File: config.mk
export PLATFORM = sky130hd
export DESIGN_NAME = ret_tester
export DESIGN_NICKNAME = d
export VERILOG_FILES = /design/src/rtl/ret_pkg.sv /design/src/rtl/ret_ticker.sv /design/src/rtl/ret_err_cnt.sv /design/src/rtl/ret_fsm.sv /design/src/rtl/ret_tester.sv
export SDC_FILE = /design/constraint.sdc
export NUM_CORES = 1
export LEC_CHECK = 0
export ABC_AREA = 1
export BUFFER_PORTS_ARGS = -buffer_cell sky130_fd_sc_hd__buf_2
export CAP_MARGIN = 40
export CORE_MARGIN = 3
export CORE_UTILIZATION = 35
export DETAILED_ROUTE_END_ITERATION = 12
export PLACE_DENSITY_LB_ADDON = 0.1
export SETUP_SLACK_MARGIN = 0.05
export SYNTH_ARGS = -nofsm -noshare
export SYNTH_HDL_FRONTEND = slang
export SYNTH_SLANG_ARGS = --single-unit
File: constraint.sdc
create_clock -name clk_i -period 2.3 [get_ports clk_i]
set_input_delay 0.23 -clock clk_i [delete_from_list [all_inputs] [get_ports clk_i]]
set_output_delay 0.23 -clock clk_i [all_outputs]
set_load 0.01 [all_outputs]
File: src/rtl/ret_pkg.sv
package ret_pkg;
  typedef enum logic [2:0] {
    ST_IDLE, ST_FILL, ST_WAIT, ST_READ, ST_CMP, ST_DONE
  } state_e;
endpackage

File: src/rtl/ret_ticker.sv
module ret_ticker #(
  parameter int TW = 32,
  parameter int IW = 8,
  parameter int SW = 24
) (
  input  logic          clk_i,
  input  logic          rst_ni,
  input  logic          ivl_clr_i,
  input  logic [IW-1:0] ivl_limit_i,
  input  logic          sweep_clr_i,
  input  logic          sweep_run_i,
  output logic [TW-1:0] ts_o,
  output logic          ivl_hit_o,
  output logic [SW-1:0] sweep_o
);
  logic [IW-1:0] ivl_cnt;

  always_ff @(posedge clk_i or negedge rst_ni) begin
    if (!rst_ni) ts_o <= '0;
    else         ts_o <= ts_o + 1'b1;
  end

  always_ff @(posedge clk_i or negedge rst_ni) begin
    if (!rst_ni)        ivl_cnt <= '0;
    else if (ivl_clr_i) ivl_cnt <= '0;
    else                ivl_cnt <= ivl_cnt + 1'b1;
  end

  assign ivl_hit_o = (ivl_cnt == ivl_limit_i);

  always_ff @(posedge clk_i or negedge rst_ni) begin
    if (!rst_ni)                         sweep_o <= '0;
    else if (sweep_clr_i)                sweep_o <= '0;
    else if (sweep_run_i && !(&sweep_o)) sweep_o <= sweep_o + 1'b1;
  end

  AST_IVL_BOUND: assert property (@(posedge clk_i) disable iff (!rst_ni)
    !ivl_clr_i |-> ivl_cnt <= ivl_limit_i);
endmodule

File: src/rtl/ret_err_cnt.sv
module ret_err_cnt #(
  parameter int CW = 4
) (
  input  logic          clk_i,
  input  logic          rst_ni,
  input  logic          clr_i,
  input  logic          inc_i,
  output logic [CW-1:0] cnt_o
);
  always_ff @(posedge clk_i or negedge rst_ni) begin
    if (!rst_ni)                  cnt_o <= '0;
    else if (clr_i)               cnt_o <= '0;
    else if (inc_i && !(&cnt_o))  cnt_o <= cnt_o + 1'b1;
  end

  AST_CNT_SAT: assert property (@(posedge clk_i) disable iff (!rst_ni)
    (&cnt_o) && !clr_i |=> (&cnt_o));
endmodule

File: src/rtl/ret_fsm.sv
module ret_fsm
  import ret_pkg::*;
#(
  parameter int AW = 4,
  parameter int DW = 8,
  parameter int IW = 8,
  parameter int TW = 32
) (
  input  logic          clk_i,
  input  logic          rst_ni,
  input  logic          start_i,
  input  logic          abort_i,
  input  logic [AW-1:0] start_addr_i,
  input  logic [DW-1:0] pat_i,
  input  logic [IW-1:0] interval_i,
  input  logic          mem_ack_i,
  input  logic [DW-1:0] mem_rdata_i,
  input  logic [TW-1:0] ts_i,
  input  logic          ivl_hit_i,
  input  logic          err_ready_i,
  output logic          mem_req_o,
  output logic          mem_we_o,
  output logic [AW-1:0] mem_addr_o,
  output logic [DW-1:0] mem_wdata_o,
  output logic          refresh_en_o,
  output logic          busy_o,
  output logic          done_o,
  output logic          start_acc_o,
  output logic          ivl_clr_o,
  output logic [IW-1:0] ivl_limit_o,
  output logic          sweep_run_o,
  output logic          err_valid_o,
  output logic [AW-1:0] err_addr_o,
  output logic [DW-1:0] err_rdata_o,
  output logic [DW-1:0] err_exp_o,
  output logic [TW-1:0] err_time_o
);
  state_e        state_q;
  logic [AW-1:0] addr_q, step_q, start_q;
  logic [DW-1:0] pat_q, rd_data_q, exp_w;
  logic [IW-1:0] ivl_q;
  logic [TW-1:0] rd_time_q;
  logic          abort_q, done_q, last_w, mismatch_w;

  // even address: pattern, odd address: complement
  assign exp_w       = addr_q[0] ? ~pat_q : pat_q;
  assign last_w      = &step_q;
  assign mismatch_w  = (rd_data_q != exp_w);
  assign start_acc_o = (state_q == ST_IDLE) && start_i;

  always_ff @(posedge clk_i or negedge rst_ni) begin
    if (!rst_ni) begin
      state_q   <= ST_IDLE;
      addr_q    <= '0;
      step_q    <= '0;
      start_q   <= '0;
      pat_q     <= '0;
      ivl_q     <= '0;
      rd_data_q <= '0;
      rd_time_q <= '0;
      abort_q   <= 1'b0;
      done_q    <= 1'b0;
    end else begin
      if (abort_i && state_q != ST_IDLE) abort_q <= 1'b1;
      unique case (state_q)
        ST_IDLE: begin
          abort_q <= 1'b0;
          if (start_i) begin
            addr_q  <= start_addr_i;
            start_q <= start_addr_i;
            pat_q   <= pat_i;
            ivl_q   <= interval_i;
            step_q  <= '0;
            done_q  <= 1'b0;
            state_q <= ST_FILL;
          end
        end
        ST_FILL: if (mem_ack_i) begin
          if (abort_q) state_q <= ST_IDLE;
          else if (last_w) begin
            addr_q  <= start_q;
            step_q  <= '0;
            state_q <= ST_WAIT;
          end else begin
            addr_q <= addr_q + 1'b1;
            step_q <= step_q + 1'b1;
          end
        end
        ST_WAIT: begin
          if (abort_q)        state_q <= ST_IDLE;
          else if (ivl_hit_i) state_q <= ST_READ;
        end
        ST_READ: if (mem_ack_i) begin
          rd_data_q <= mem_rdata_i;
          rd_time_q <= ts_i;
          state_q   <= ST_CMP;
        end
        ST_CMP: if (!mismatch_w || err_ready_i) begin
          if (last_w) state_q <= ST_DONE;
          else begin
            addr_q  <= addr_q + 1'b1;
            step_q  <= step_q + 1'b1;
            state_q <= ST_WAIT;
          end
        end
        ST_DONE: begin
          done_q  <= 1'b1;
          state_q <= ST_IDLE;
        end
        default: state_q <= ST_IDLE;
      endcase
    end
  end

  assign mem_req_o    = (state_q == ST_FILL) || (state_q == ST_READ);
  assign mem_we_o     = (state_q == ST_FILL);
  assign mem_addr_o   = addr_q;
  assign mem_wdata_o  = exp_w;
  assign refresh_en_o = (state_q == ST_IDLE) || (state_q == ST_DONE);
  assign busy_o       = (state_q != ST_IDLE);
  assign done_o       = done_q;
  assign ivl_clr_o    = (state_q != ST_WAIT);
  assign ivl_limit_o  = ivl_q;
  assign sweep_run_o  = (state_q == ST_WAIT) || (state_q == ST_READ) || (state_q == ST_CMP);
  assign err_valid_o  = (state_q == ST_CMP) && mismatch_w;
  assign err_addr_o   = addr_q;
  assign err_rdata_o  = rd_data_q;
  assign err_exp_o    = exp_w;
  assign err_time_o   = rd_time_q;

  AST_NO_REFRESH_REQ: assert property (@(posedge clk_i) disable iff (!rst_ni)
    mem_req_o |-> !refresh_en_o);
  AST_REQ_HOLD: assert property (@(posedge clk_i) disable iff (!rst_ni)
    mem_req_o && !mem_ack_i |=> mem_req_o && $stable(mem_addr_o) && $stable(mem_we_o));
  AST_ERR_HOLD: assert property (@(posedge clk_i) disable iff (!rst_ni)
    err_valid_o && !err_ready_i |=> err_valid_o && $stable(err_addr_o) && $stable(err_time_o));
  AST_DONE_IDLE: assert property (@(posedge clk_i) disable iff (!rst_ni)
    done_o |-> !busy_o);
endmodule

File: src/rtl/ret_tester.sv
module ret_tester #(
  parameter int AW  = 4,
  parameter int DW  = 8,
  parameter int NP  = 4,
  parameter int IW  = 8,
  parameter int TW  = 32,
  parameter int CW  = 4,
  parameter int SW  = 24,
  localparam int PSW = (NP > 1) ? $clog2(NP) : 1
) (
  input  logic             clk_i,
  input  logic             rst_ni,
  input  logic             start_i,
  input  logic             abort_i,
  input  logic [AW-1:0]    start_addr_i,
  input  logic [PSW-1:0]   pat_sel_i,
  input  logic [NP*DW-1:0] pat_set_i,
  input  logic [IW-1:0]    interval_i,
  output logic             mem_req_o,
  output logic             mem_we_o,
  output logic [AW-1:0]    mem_addr_o,
  output logic [DW-1:0]    mem_wdata_o,
  input  logic             mem_ack_i,
  input  logic [DW-1:0]    mem_rdata_i,
  output logic             refresh_en_o,
  output logic             err_valid_o,
  input  logic             err_ready_i,
  output logic [AW-1:0]    err_addr_o,
  output logic [DW-1:0]    err_rdata_o,
  output logic [DW-1:0]    err_exp_o,
  output logic [TW-1:0]    err_time_o,
  output logic [CW-1:0]    err_count_o,
  output logic [SW-1:0]    sweep_cycles_o,
  output logic             busy_o,
  output logic             done_o
);
  logic [DW-1:0] pat_arr [NP];
  logic [DW-1:0] pat_cur;
  logic [TW-1:0] ts;
  logic [IW-1:0] ivl_limit;
  logic          ivl_hit, ivl_clr, sweep_run, start_acc;

  for (genvar k = 0; k < NP; k++) begin : g_pat
    assign pat_arr[k] = pat_set_i[k*DW +: DW];
  end
  assign pat_cur = pat_arr[pat_sel_i];

  ret_ticker #(.TW(TW), .IW(IW), .SW(SW)) u_ticker (
    .clk_i, .rst_ni,
    .ivl_clr_i   (ivl_clr),
    .ivl_limit_i (ivl_limit),
    .sweep_clr_i (start_acc),
    .sweep_run_i (sweep_run),
    .ts_o        (ts),
    .ivl_hit_o   (ivl_hit),
    .sweep_o     (sweep_cycles_o)
  );

  ret_err_cnt #(.CW(CW)) u_err_cnt (
    .clk_i, .rst_ni,
    .clr_i (start_acc),
    .inc_i (err_valid_o && err_ready_i),
    .cnt_o (err_count_o)
  );

  ret_fsm #(.AW(AW), .DW(DW), .IW(IW), .TW(TW)) u_fsm (
    .clk_i, .rst_ni,
    .start_i, .abort_i, .start_addr_i,
    .pat_i        (pat_cur),
    .interval_i,
    .mem_ack_i, .mem_rdata_i,
    .ts_i         (ts),
    .ivl_hit_i    (ivl_hit),
    .err_ready_i,
    .mem_req_o, .mem_we_o, .mem_addr_o, .mem_wdata_o,
    .refresh_en_o, .busy_o, .done_o,
    .start_acc_o  (start_acc),
    .ivl_clr_o    (ivl_clr),
    .ivl_limit_o  (ivl_limit),
    .sweep_run_o  (sweep_run),
    .err_valid_o, .err_addr_o, .err_rdata_o, .err_exp_o, .err_time_o
  );
endmodule

==> results.json <==
{
  "crit_path_start_kind": "flip-flop",
  "relSlewSlack": 0.663,
  "synth_simple_gate_area_share": 0.295,
  "setup_viol": 0,
  "cts_root_buffer": "clkbuf_16",
  "worstMarginPinSlew_ns": 0.502,
  "drv_cap": 0,
  "topRoutingLayerUsed": "met4",
  "whs_ns": 0.0255,
  "worst_slack_ns": 0.219,
  "final_common_cell": "nand2_1",
  "final_nets": 1162,
  "fin_crit_sh": 0.905,
  "die_h_um": 153,
  "grt_pass1_vias": 6513,
  "synth_top_family_by_area": "simple AND/OR/NAND/NOR gates",
  "drt-total-wl_mm": 20.6,
  "status": "completed",
  "pre_cts_slack_ns": 0.278,
  "cts_tree": "yes",
  "seqPwrFrac": 0.346,
  "vias": 6553,
  "routed_via_density": 4.73,
  "rows": 53,
  "wl_met3_mm": 1.04,
  "switchingPower_mw": 3.73,
  "period_minus_slack_ns": 2.08,
  "path_class": "reg -> out",
  "wl_per_cell_um": 14.9,
  "synth_seq_area_share": 0.468,
  "cp-startpoint": "u_fsm.err_addr_o[0]",
  "chipWidth_um": 153,
  "combPwrFrac": 0.351,
  "syn2layout_area_growth_pct": 23.9,
  "synthMuxAreaShare": 0.0299,
  "ir_drop_mv": 0.449,
  "synth-adder-area-share": 0.00995,
  "cts_buffers": 17,
  "grt_pass1_wl_mm": 34.0,
  "powerDensity_nw_per_um2": 1030,
  "rsz0062_at_grt": "false",
  "rr_startpoint": "u_ticker.sweep_o[0]",
  "synth_top_area_cell": "dfrtp_1",
  "fin_skew_ns": 0.0177,
  "clk_pin_slew_worst_paths_ns": 0.06,
  "clk_path_buf_depth": 2,
  "required_ns": 2.07,
  "synth_cells": 927,
  "grt_max_degree": 61,
  "yosys_warnings": 0,
  "initial_core_util": 0.358,
  "p_int_mw": 5.89,
  "hold_viol": 0,
  "antenna_found_initial": 0,
  "arrival_ns": 1.85,
  "async_flop_share": 1.00,
  "synthesis.nets": 993,
  "crit_path_end_kind": "output pin",
  "switching_share": 0.388,
  "wl_met1_mm": 9.65,
  "layout_common_cells": "nand2_1 (269), buf_2 (156), dfrtp_1 (140), nor2_1 (95), inv_1 (79)",
  "ys_seq_elements": 141,
  "antenna_cells": 0,
  "synth.top_cell.area_share": 0.468,
  "setup_tns_ns": 0,
  "worstHoldStart": "start_addr_i[2]",
  "core_um2": 21100,
  "drtPass1Iterations": 5,
  "min_path_type": "in -> reg",
  "drtIter0Drc": 303,
  "cp_max_fo": 8,
  "p_leak_nw": 4.69,
  "drv_slew": 0,
  "grt_util_all_layers": 0.178,
  "synth_edf_count": 0,
  "fmax_mhz": 481,
  "drcViolationCount": 0,
  "clockPowerShare": 0.304,
  "ys_types": 40,
  "synth_area_um2": 7540,
  "avgSynthCellArea_um2": 8.14,
  "synth.area.top_cells": "dfrtp_1 (47%), nand2_1 (13%), nor2_1 (4.7%), xor2_1 (4.2%), inv_1 (3.9%)",
  "place.gp.congestion": 0.816,
  "ys.flop_type": "dfrtp_1",
  "synth_compound_area_frac": 0.0698,
  "port_buffers": 157,
  "worstSkewPairLatency_ns": 0.43,
  "grt_remaining_overflow": 0,
  "wl_met2_mm": 9.68,
  "dp_hpwl_mm": 15.4,
  "htreeDepth": 4,
  "ant_nets": 0,
  "synth_xor_area_frac": 0.0557,
  "drive_above_1_share": 0.247,
  "clock-sinks": 141,
  "ioPinCount": 158,
  "dieArea_um2": 23400
}
cell type report:
cell class,instances,area (um^2)
fillers,2161,11700
multi-input cells,666,3480
flip-flops and latches,141,3530
well taps,275,344
repair buffers,184,1050
clock inverters,14,183
inverters,86,325
clock buffers,18,429
worst max-delay path, stage by stage, from the launching register on:
cell and delay, ns:
dfrtp_2 0.48, buf_4 0.19, nand2_1 0.08, nand2_1 0.07, nand2_1 0.06, nand2_1 0.04
nand2_1 0.09, nor2_2 0.06, a21oi_2 0.19, buf_2 0.17
state kept, by name, summed over array words and instances, names as in the netlist:
register	cells
u_fsm.abort_q	1
u_ticker.ivl_cnt	8
u_fsm.start_q	4
u_ticker.ts_o	32
u_fsm.err_time_o	32
u_fsm.state_q	3
u_fsm.done_o	1
u_ticker.sweep_o	24
u_fsm.ivl_limit_o	8
u_fsm.err_rdata_o	8
u_fsm.err_addr_o	4
u_fsm.pat_q	8
u_err_cnt.cnt_o	4
u_fsm.step_q	4
through the flow:
step	power, mW	cells	area [um^2]	util
after floorplan	5.67	927	7540	-
after global placement	6.79	1342	8630	0.409
after detailed placement	6.78	1342	8630	0.409
after CTS	9.79	1383	9330	0.443
after global routing	10.3	1384	9340	0.443
final	9.62	1384	9340	0.443
kinds of logic after synthesis:
family | after synthesis
AO/OA/AOI/OAI | 88
flip-flops | 141
AND/OR/NAND/NOR | 504
XOR/XNOR | 48
buffers and inverters | 120
adder cells (fa/ha/maj) | 6
multiplexers | 20
layer usage:
metal  GRT usage  vias to the layer above
met5           0                        -
met4      0.0488                        0
met3      0.0433                       17
met2       0.294                      142
met1       0.236                     3065
li1            -                     3329
power by group through the flow:
stage / sequential [mW] / clock, mW / combinational, mW
finish: 3.33 / 2.92 / 3.37
global route: 3.40 / 3.10 / 3.83
CTS: 3.33 / 3.01 / 3.45
detailed placement: 3.36 / 0 / 3.42
global placement: 3.36 / 0 / 3.43
floorplan: 3.37 / 0 / 2.30
synth_stat cells (9+ instances only):
master,number
nand2_1,270
dfrtp_1,141
nor2_1,95
inv_1,79
o21ai_0,52
nand3_1,51
xor2_1,36
nor3_1,27
mux2_2,20
nand4_1,19
buf_4,13
nand2_2,12
xnor2_1,12
clkbuf_1,10
o21ai_2,10
a21oi_1,9
final timing paths:
path                       slack [ns]                   end  cells past startpoint
setup / recovery                 0.22           err_valid_o                      9
min in group asynchronous        0.25  u_ticker.sweep_o[19]                      2
setup reg to reg                 0.29  u_ticker.sweep_o[18]                     10
hold reg to reg                  0.47          u_fsm.done_o                      2
max in group asynchronous        1.40  u_fsm.ivl_limit_o[4]                      3
hold / removal                   0.03      u_fsm.start_q[2]                      3
repair_timing:
action | 4_1_cts | 5_1_grt
setup endpoints to repair | 1 | 1
gates resized for setup | 1 | 2
pin swaps | 0 | 1
hold buffers | 9 | 0
buffers inserted | 0 | 1
hold endpoints to repair | 31 | 0
(Power assumes the default switching activity.)
